**src/rtl/mirror_pkg.sv**
```systemverilog
package mirror_pkg;
  localparam int CFG_ADDR_W = 2;

  typedef enum logic [CFG_ADDR_W-1:0] {
    CFG_ING_EN   = 2'd0,
    CFG_EGR_MASK = 2'd1,
    CFG_DST_MASK = 2'd2,
    CFG_UNUSED   = 2'd3
  } cfg_sel_e;
endpackage

```
**src/rtl/mirror_cfg_regs.sv**
```systemverilog
module mirror_cfg_regs
  import mirror_pkg::*;
#(
  parameter int NUM_PORTS = 8
) (
  input  logic                  clk,
  input  logic                  rst,
  input  logic                  wr_en,
  input  logic [CFG_ADDR_W-1:0] wr_addr,
  input  logic [NUM_PORTS-1:0]  wr_data,
  output logic [NUM_PORTS-1:0]  ing_en,
  output logic [NUM_PORTS-1:0]  egr_mask,
  output logic [NUM_PORTS-1:0]  dst_mask
);

  always_ff @(posedge clk) begin
    if (rst) begin
      ing_en   <= '0;
      egr_mask <= '0;
      dst_mask <= '0;
    end else if (wr_en) begin
      case (cfg_sel_e'(wr_addr))
        CFG_ING_EN:   ing_en   <= wr_data;
        CFG_EGR_MASK: egr_mask <= wr_data;
        CFG_DST_MASK: dst_mask <= wr_data;
        default: ;
      endcase
    end
  end

  // without a write the configuration holds
  assert_cfg_hold_R10: assert property (@(posedge clk) disable iff (rst)
    !wr_en |=> ($stable(ing_en) && $stable(egr_mask) && $stable(dst_mask)));

  // the unused address changes nothing
  assert_cfg_unused_R10: assert property (@(posedge clk) disable iff (rst)
    (wr_en && wr_addr == CFG_UNUSED) |=>
      ($stable(ing_en) && $stable(egr_mask) && $stable(dst_mask)));

endmodule

```
**src/rtl/mirror_trigger.sv**
```systemverilog
module mirror_trigger #(
  parameter int NUM_PORTS = 8,
  localparam int PORT_W = (NUM_PORTS > 1) ? $clog2(NUM_PORTS) : 1
) (
  input  logic [PORT_W-1:0]    src_port,
  input  logic [NUM_PORTS-1:0] fwd_mask,
  input  logic                 flow_mirror,
  input  logic                 bypass,
  input  logic [NUM_PORTS-1:0] ing_en,
  input  logic [NUM_PORTS-1:0] egr_mask,
  input  logic [NUM_PORTS-1:0] dst_mask,
  output logic [NUM_PORTS-1:0] mirror_mask
);

  logic [NUM_PORTS-1:0] src_onehot;
  logic                 hit_ing;
  logic                 hit_egr;
  logic                 hit_any;

  for (genvar p = 0; p < NUM_PORTS; p++) begin : g_src_dec
    assign src_onehot[p] = (src_port == PORT_W'(p));
  end

  assign hit_ing = |(src_onehot & ing_en);
  assign hit_egr = |(fwd_mask & egr_mask);
  assign hit_any = (hit_ing | hit_egr | flow_mirror) & ~bypass;

  always_comb begin
    mirror_mask = '0;
    if (hit_any) mirror_mask = dst_mask & ~src_onehot;
  end

  // combinational sanity next to the decision logic
  always_comb begin
    assert_bypass_comb_R5: assert (!(bypass && (mirror_mask != '0)));
    assert_src_comb_R6:    assert ((mirror_mask & src_onehot) == '0);
  end

endmodule

```
**src/rtl/mirror_out_stage.sv**
```systemverilog
module mirror_out_stage #(
  parameter int NUM_PORTS = 8
) (
  input  logic                 clk,
  input  logic                 rst,
  input  logic                 in_valid,
  input  logic [NUM_PORTS-1:0] in_fwd,
  input  logic [NUM_PORTS-1:0] in_mirror,
  output logic                 out_valid,
  output logic [NUM_PORTS-1:0] out_fwd,
  output logic [NUM_PORTS-1:0] out_mirror
);

  always_ff @(posedge clk) begin
    if (rst) begin
      out_valid  <= 1'b0;
      out_fwd    <= '0;
      out_mirror <= '0;
    end else begin
      out_valid  <= in_valid;
      out_fwd    <= in_valid ? in_fwd    : '0;
      out_mirror <= in_valid ? in_mirror : '0;
    end
  end

  assert_valid_follows_R9: assert property (@(posedge clk) disable iff (rst)
    in_valid |=> out_valid);

  assert_valid_idle_R9: assert property (@(posedge clk) disable iff (rst)
    !in_valid |=> (!out_valid && out_fwd == '0 && out_mirror == '0));

  assert_fwd_pass_R8: assert property (@(posedge clk) disable iff (rst)
    in_valid |=> (out_fwd == $past(in_fwd)));

endmodule

```
**src/rtl/mirror_select.sv**
```systemverilog
module mirror_select
  import mirror_pkg::*;
#(
  parameter int NUM_PORTS = 8,
  localparam int PORT_W = (NUM_PORTS > 1) ? $clog2(NUM_PORTS) : 1
) (
  input  logic                  clk,
  input  logic                  rst,
  input  logic                  cfg_wr_en,
  input  logic [CFG_ADDR_W-1:0] cfg_wr_addr,
  input  logic [NUM_PORTS-1:0]  cfg_wr_data,
  input  logic                  frm_valid,
  input  logic [PORT_W-1:0]     frm_src_port,
  input  logic [NUM_PORTS-1:0]  frm_fwd_mask,
  input  logic                  frm_flow_mirror,
  input  logic                  frm_bypass,
  output logic                  out_valid,
  output logic [NUM_PORTS-1:0]  out_fwd_mask,
  output logic [NUM_PORTS-1:0]  out_mirror_mask
);

  logic [NUM_PORTS-1:0] ing_en;
  logic [NUM_PORTS-1:0] egr_mask;
  logic [NUM_PORTS-1:0] dst_mask;
  logic [NUM_PORTS-1:0] mirror_next;

  mirror_cfg_regs #(.NUM_PORTS(NUM_PORTS)) u_cfg (
    .clk      (clk),
    .rst      (rst),
    .wr_en    (cfg_wr_en),
    .wr_addr  (cfg_wr_addr),
    .wr_data  (cfg_wr_data),
    .ing_en   (ing_en),
    .egr_mask (egr_mask),
    .dst_mask (dst_mask)
  );

  mirror_trigger #(.NUM_PORTS(NUM_PORTS)) u_trig (
    .src_port    (frm_src_port),
    .fwd_mask    (frm_fwd_mask),
    .flow_mirror (frm_flow_mirror),
    .bypass      (frm_bypass),
    .ing_en      (ing_en),
    .egr_mask    (egr_mask),
    .dst_mask    (dst_mask),
    .mirror_mask (mirror_next)
  );

  mirror_out_stage #(.NUM_PORTS(NUM_PORTS)) u_out (
    .clk        (clk),
    .rst        (rst),
    .in_valid   (frm_valid),
    .in_fwd     (frm_fwd_mask),
    .in_mirror  (mirror_next),
    .out_valid  (out_valid),
    .out_fwd    (out_fwd_mask),
    .out_mirror (out_mirror_mask)
  );

  assert_bypass_R5: assert property (@(posedge clk) disable iff (rst)
    (frm_valid && frm_bypass) |=> (out_mirror_mask == '0));

  assert_flow_R3: assert property (@(posedge clk) disable iff (rst)
    (frm_valid && frm_flow_mirror && !frm_bypass) |=>
      (out_mirror_mask == ($past(dst_mask) &
                           ~(NUM_PORTS'(1) << $past(frm_src_port)))));

  assert_src_excl_R6: assert property (@(posedge clk) disable iff (rst)
    frm_valid |=> ((out_mirror_mask & (NUM_PORTS'(1) << $past(frm_src_port))) == '0));

  assert_dst_subset_R4: assert property (@(posedge clk) disable iff (rst)
    frm_valid |=> ((out_mirror_mask & ~$past(dst_mask)) == '0));

endmodule

```
**config.mk**
```make
export PLATFORM = sky130hd
export DESIGN_NAME = mirror_select
export DESIGN_NICKNAME = d
export VERILOG_FILES = /design/src/rtl/mirror_pkg.sv /design/src/rtl/mirror_cfg_regs.sv /design/src/rtl/mirror_trigger.sv /design/src/rtl/mirror_out_stage.sv /design/src/rtl/mirror_select.sv
export SDC_FILE = /design/constraint.sdc
export NUM_CORES = 1
export LEC_CHECK = 0
export ABC_AREA = 0
export BUFFER_PORTS_ARGS = -buffer_cell sky130_fd_sc_hd__buf_2
export CORE_MARGIN = 5
export CORE_UTILIZATION = 57
export CTS_BUF_LIST = sky130_fd_sc_hd__clkbuf_4
export CTS_CLUSTER_DIAMETER = 30
export CTS_CLUSTER_SIZE = 20
export DETAILED_ROUTE_END_ITERATION = 10
export MAX_ROUTING_LAYER = met4
export PLACE_DENSITY = 0.87
export REMOVE_ABC_BUFFERS = 1
export SLEW_MARGIN = 20
export SYNTH_ARGS = -nofsm -noshare
export SYNTH_HDL_FRONTEND = slang
export SYNTH_SLANG_ARGS = --single-unit
```
**constraint.sdc**
```tcl
create_clock -name clk -period 3.05 [get_ports clk]
set_clock_uncertainty 0.15 [all_clocks]
set_input_delay 0.61 -clock clk [delete_from_list [all_inputs] [get_ports clk]]
set_output_delay 0.61 -clock clk [all_outputs]
set_load 0.02 [all_outputs]
```
==> results of run 1 <==
==> worst min-delay path: cells and delay by family (launching register included) <==
kind,cells,cell delay [ns]
AOI/OAI and AO/OA,1,0.08
DFF,1,0.33
and+or+nand+nor,1,0.04
==> state kept, by name, indices dropped and copies added, names as in the netlist <==
register          flops
u_out.out_fwd         8
u_cfg.egr_mask        8
u_cfg.ing_en          8
u_out.out_mirror      8
u_out.out_valid       1
u_cfg.dst_mask        8
==> per-stage QoR <==
stage               setup slack [ns]  hold WS [ns]  cell area (um2)  std cells
floorplan                      0.948         0.292             1470        136
global placement               0.746         0.311             1730        210
detailed placement             0.676         0.313             1730        210
CTS                             1.02         0.329             1790        218
global route                   0.814         0.324             1790        218
finish                          1.00         0.330             1790        218
==> cell type report <==
cell class | instances | area [um2] | share of cell area
sequential | 41 | 821 | 0.459
multi-input combinational | 92 | 637 | 0.356
timing repair buffer | 44 | 223 | 0.124
clock buffer | 8 | 60.1 | 0.0336
tap | 30 | 37.5 | 0.0210
inverter | 3 | 11.3 | 0.00629
==> worst max path at each step <==
stage / slack [ns] / endpoint / cells after the start
finish: 1.00 / u_out.out_mirror[2] / 5
CTS: 1.02 / u_out.out_mirror[2] / 5
floorplan: 0.95 / u_cfg.ing_en[0] / 3
detailed placement: 0.68 / u_out.out_mirror[2] / 5
global placement: 0.75 / u_out.out_mirror[1] / 5
global route: 0.81 / u_out.out_mirror[2] / 5
==> cells by family after synthesis <==
kind of cell	after synthesis	synth area share
mux	28	0.185
compound gates	14	0.0718
flops	41	0.542
simple gates	50	0.163
buf+inv	13	0.0380
==> cells in the final DEF (no fill, tap or decap), drive strengths merged <==
| master | Yosys | final |
|---|---|---|
| a21oi | 1 | 1 |
| a222oi | 1 | 1 |
| a22oi | 2 | 2 |
| and2 | 8 | 8 |
| buf | 6 | 44 |
| clkbuf | 4 | 8 |
| dfxtp | 41 | 41 |
| inv | 3 | 3 |
| mux2i | 28 | 28 |
| nand2 | 1 | 1 |
| nand2b | 1 | 1 |
| nand3 | 1 | 1 |
| nand3b | 2 | 2 |
| nor2 | 32 | 32 |
| nor2b | 2 | 2 |
| nor3 | 1 | 1 |
| nor3b | 1 | 1 |
| nor4 | 1 | 1 |
| o211ai | 4 | 4 |
| o22ai | 1 | 1 |
| o311ai | 4 | 4 |
| o31ai | 1 | 1 |
==> metal layers <==
metal  routed length (um)  global-route usage  vias to the layer above  share of wire
met2                 1570               0.323                       36           0.51
met4                   51              0.0727                        0          0.016
met1                 1270               0.209                      536           0.41
met5                    0                   -                        -              0
li1                     -                   -                      588              -
met3                  204              0.0503                        6          0.066
==> power by group through the flow <==
stage	registers [W]	clock network, W	logic, W
finish	0.000558	0.000274	0.0000939
global route	0.000560	0.000302	0.000103
CTS	0.000558	0.000278	0.0000945
detailed placement	0.000571	0	0.0000940
global placement	0.000570	0	0.0000912
floorplan	0.000576	0	0.0000427
==> impl_metrics.ini, run 1 <==
[drt]
detailroute.via_count = 1166
antenna_left = 0
viasPerCell = 5.35
route.detailed.wl_per_inst_um = 14.2
drt_pre_antenna_iters = 5
detail_route.drc_violations = 0
totalWireLength_um = 3100
dr.first_iter.drc_count = 38

[power]
switching_share = 0.234
p_int_w = 0.000710
cellLeakagePower_nw = 0.887
share_clk_of_total_power = 0.296
total_power_w = 0.000926
power.density_nw_per_um2 = 518
maximum_vdd_drop_v = 0.000465
p_seq_frac = 0.602
logic_pwr_share = 0.101
p_switching_w = 0.000216

[setup_path]
critPathBufInv = 1
crit_path_cell_trace = buf_2 -> nor2b_1 -> nor2b_1 -> o311ai_0 -> nor2_1
r2r.worst_path.cells = 4
cpMaxStageDelayCell = nor2b_1
r2r_end = u_out.out_mirror[2]
worst_r2r_startpoint = u_cfg.egr_mask[5]
crit_path_start_kind = input pin
timing_worst_setup_path_type = input pin to flop
max_stage_delay_on_crit_path_ns = 0.49
crit_path_max_fanout = 25
critical-path-top-delay-family = simple AND/OR/NAND/NOR gates
reg2reg_slack_ns = 1.28
worst_setup_path_end_kind = flop
required_time_of_the_critical_path_ns = 3.17
critPathMostFrequentCell = nor2b_1
startpoint = rst
cp.arrival_ns = 2.17

[min_path]
hold_end = u_out.out_mirror[7]
hp-class = flop to flop
hold_start = u_cfg.dst_mask[7]
hold_depth = 2

[synth]
biggest_area_consumer_among_synthesized_cells = dfxtp_1
synth_warnings = 0
synthTopCellsByArea = dfxtp_1 54%, mux2i_1 18%, nor2_1 7.9%
syn-instance-count = 146
ys_types = 24
ys_dominant_reg_cell = dfxtp_1
post_synthesis_sequential_element_count = 41
yosys.cell_count.top_type = dfxtp_1
postSynth.asyncResetShare = 0
synth_sequential_area_ratio = 0.542
syn_area_um2 = 1520
synth.top_cells.by_count = 41 x dfxtp_1, 32 x nor2_1, 28 x mux2i_1, 7 x and2_1, 6 x buf_2
synth_enable_flop_cells = 0
synth_top_cell_area_share = 0.542
synth.avg_cell_area_um2 = 10.4

[cts]
clkTransAtPathRegs_ns = 0.10
tritoncts = built
cts.root.buffer_cell = clkbuf_4
cts_buffers = 5
ctsResizeCount = 0
hold_buffers = 0
cts_num_sinks = 41
postCtsSetupBuffers = 0
clk-insertion-delay-late_ns = 0.33
clock_tree.buffer_depth = 2
cts-htree-levels = 2

[global_route]
track_usage = 0.189
grt_antenna_before_repair = 0
maximum_number_of_pins_on_one_net_before_global_route_repair = 26
number_of_global_route_vias_before_repair = 1127
global_route.overflow_total = 0
grt_first_pass_wirelength_um = 4990

[timing]
finalCriticalPeriod_ns = 2.05
finalSetupViolations = 0
finalCritPeriodShare = 0.672
max-slew-margin-rel = 0.611
max_freq_mhz = 488
worst_slew_pin_slew_ns = 0.582
final.setup.tns_ns = 0
slew_violations = 0
report.final.hold_viol_count = 0
rsz0062_at_grt = false

[status]
run_status = finished, final reports clean

[floorplanning]
die-height_um = 61.6
horizontal_die_dimension_um = 61.6
core_um2 = 2500
ioPinCount = 44
initial_core_util = 0.606
die_area_um2 = 3790
core.rowCount = 18

[cells_and_area]
nFillCells = 197
finalCoreUtilization = 0.716
antenna-diode-count = 0
drive_gt1_frac = 0.287
area.growth.synth_to_final_pct = 18.1
nNetsFinal = 214

[placed_design]
dpl.hpwl_um = 2420
replace_congestion = 0.872
placement.io_buffers = 43

[job]
cap_viol_max_count = 0
No activity file was read; power rests on OpenSTA's default activity.
==> run 2: changes to the inputs <==
ABC_AREA = 1   (was 0)
CORE_UTILIZATION = 53   (was 57)
PLACE_DENSITY = 0.81   (was 0.87)
clock period = 2.1 ns   (was 3.05 ns; I/O delays follow)
==> run 2 against run 1 <==
Hold slack got worse by 0.19 ns. Register-to-register slack got worse by 0.47 ns. Cell count increased by 28%. Largest cell class unchanged.
==> impl_metrics.ini, run 2 <==
[cells_and_area]
antenna-diode-count = 0
nFillCells = 269
nNetsFinal = 275
finalInstanceArea_um2 = 1820
final-seq-area_um2 = 821
drive_gt1_frac = 0.221
area.growth.synth_to_final_pct = 18.2
most_common_cell_after_layout_fill_and_taps_aside = nor2_1
multi_input_area_um2 = 574
most-common-layout-cells = 53 x nor2_1, 43 x buf_2, 41 x dfxtp_1

[global_route]
grt_antenna_before_repair = 0
grt_first_pass_wirelength_um = 5560
number_of_global_route_vias_before_repair = 1303
track_usage = 0.177
maximum_number_of_pins_on_one_net_before_global_route_repair = 25
global_route.overflow_total = 0

[placed_design]
placement.io_buffers = 43
detailedPlace.worstSlack_ns = 0.413
dpl_cell_area_um2 = 1770
dpl.hpwl_um = 2460
replace_congestion = 0.871

[floorplanning]
core_um2 = 2760
ioPinCount = 44
die_area_um2 = 4080
initial_core_util = 0.557
horizontal_die_dimension_um = 63.8
core.rowCount = 19
die-height_um = 63.8

[synth]
biggest_area_consumer_among_synthesized_cells = dfxtp_1
syn-instance-count = 202
ys_dominant_reg_cell = dfxtp_1
synth_sequential_area_ratio = 0.534
ys_types = 19
synth_enable_flop_cells = 0
yosys.cell_count.top_type = nor2_1
synthSimpleGateAreaFrac = 0.239
synth-adder-area-share = 0
synth_warnings = 0
syn_area_um2 = 1540
synth.avg_cell_area_um2 = 7.61
largest_family_of_logic_cells_by_synthesized_area = simple AND/OR/NAND/NOR gates
synthTopCellsByArea = dfxtp_1 53%, nor2_1 13%, o21ai_0 7.8%
synth.top_cells.by_count = 53 x nor2_1, 41 x dfxtp_1, 25 x inv_1, 24 x o21ai_0, 22 x nand2_1
post_synthesis_sequential_element_count = 41
synth_compound_area_frac = 0.135
yosys.area_share.xor_xnor = 0
synth_mux_area_frac = 0
synth_top_cell_area_share = 0.534
postSynth.asyncResetShare = 0

[power]
logic_pwr_share = 0.112
p_switching_w = 0.000354
power.density_nw_per_um2 = 737
p_int_w = 0.000985
maximum_vdd_drop_v = 0.000612
cellLeakagePower_nw = 0.893
switching_share = 0.265
share_clk_of_total_power = 0.274
p_seq_frac = 0.614

[drt]
route.top_layer_used = met4
detailroute.via_count = 1383
dr.first_iter.drc_count = 67
antenna_left = 0
detail_route.drc_violations = 0
viasPerCell = 4.94
drt_pre_antenna_iters = 5
detailroute.wirelength.met3_um = 224
met1_length_um = 1410
totalWireLength_um = 3320
route.detailed.wl_per_inst_um = 11.9
detailroute.wirelength.met2_um = 1640

[status]
run_status = finished, final reports clean

[setup_path]
cp.arrival_ns = 0.83
required_time_of_the_critical_path_ns = 1.53
crit_path_cell_trace = buf_2
crit_path_start_kind = flop
max_stage_delay_on_crit_path_ns = 0.33
critPathBufInv = 1
cpMaxStageDelayCell = dfxtp_1
critical-path-top-delay-family = flip-flops
timing_worst_setup_path_type = flop to output port
worst_setup_path_end_kind = output port
crit_path_max_fanout = 1

[timing]
finalSetupViolations = 0
final_critical_path_setup_slack_ns = 0.697
report.final.hold_viol_count = 0
slew_violations = 0
finalCritPeriodShare = 0.668
rsz0062_at_grt = false
fin_hold_ws_ns = 0.135
max-slew-margin-rel = 0.669
max_freq_mhz = 713
final.setup.tns_ns = 0
finalCriticalPeriod_ns = 1.40
worst_slew_pin_slew_ns = 0.496

[cts]
clock_tree.buffer_depth = 2
clk-insertion-delay-late_ns = 0.35
cts_num_sinks = 41
hold_buffers = 0
cts_buffers = 5
cts-htree-levels = 2
ctsResizeCount = 0
clkTransAtPathRegs_ns = 0.12
postCtsSetupBuffers = 0
tritoncts = built
cts.root.buffer_cell = clkbuf_4

[min_path]
hp-class = input pin to flop

[job]
cap_viol_max_count = 0
## run 2: cell types whose count changed after synthesis, sizes merged, moves of 5 or more
| cell | change |
|---|---|
| nand2 | +22 |
| a21oi | +9 |
| o21ai | +24 |
| inv | +23 |
| and2 | -8 |
| mux2i | -28 |
| nor2 | +23 |
| nand4 | +5 |
| nand3 | +5 |
## run 2: power groups by stage
stage / registers [W] / logic [W] / clock network [W]
after floorplan: 0.000848 / 0.0000731 / 0
after global placement: 0.000839 / 0.000147 / 0
after detailed placement: 0.000840 / 0.000150 / 0
after CTS: 0.000822 / 0.000151 / 0.000376
after global routing: 0.000825 / 0.000172 / 0.000411
final: 0.000822 / 0.000151 / 0.000367
## run 2: metrics by stage
stage	instances	power [W]	utilization
detailed placement	272	0.000990	0.641
finish	280	0.00134	0.659
CTS	280	0.00135	0.659
global route	280	0.00141	0.659
global placement	272	0.000986	0.641
floorplan	197	0.000921	-
## run 2: area by class of cell
type / instances / share of cell area
sequential: 41 / 0.452
timing repair buffer: 44 / 0.123
tap: 31 / 0.0213
clock buffer: 5 / 0.0207
inverter: 28 / 0.0606
multi-input combinational: 128 / 0.316
clock inverter: 3 / 0.00689
## run 2: final timing paths
check	depth (start not counted)	slack [ns]	endpoint	start
worst max-delay path	1	0.70	out_mirror_mask[7]	u_out.out_mirror[7]
worst max register to register	6	0.81	u_out.out_mirror[0]	u_cfg.egr_mask[7]
worst min register to register	2	0.31	u_out.out_mirror[4]	u_cfg.dst_mask[4]
worst min-delay path	3	0.13	u_out.out_fwd[4]	frm_fwd_mask[4]
## run 2: cells by family (layout without fill, tap and decap cells)
logic type | after synthesis | after routing
buf+inv | 33 | 80
simple gates | 89 | 89
compound gates | 39 | 39
flops | 41 | 41
## run 2: layer usage
metal | up-vias | GRT usage
met3 | 4 | 0.0490
li1 | 728 | -
met2 | 41 | 0.289
met4 | 0 | 0.101
met1 | 610 | 0.190
met5 | - | -
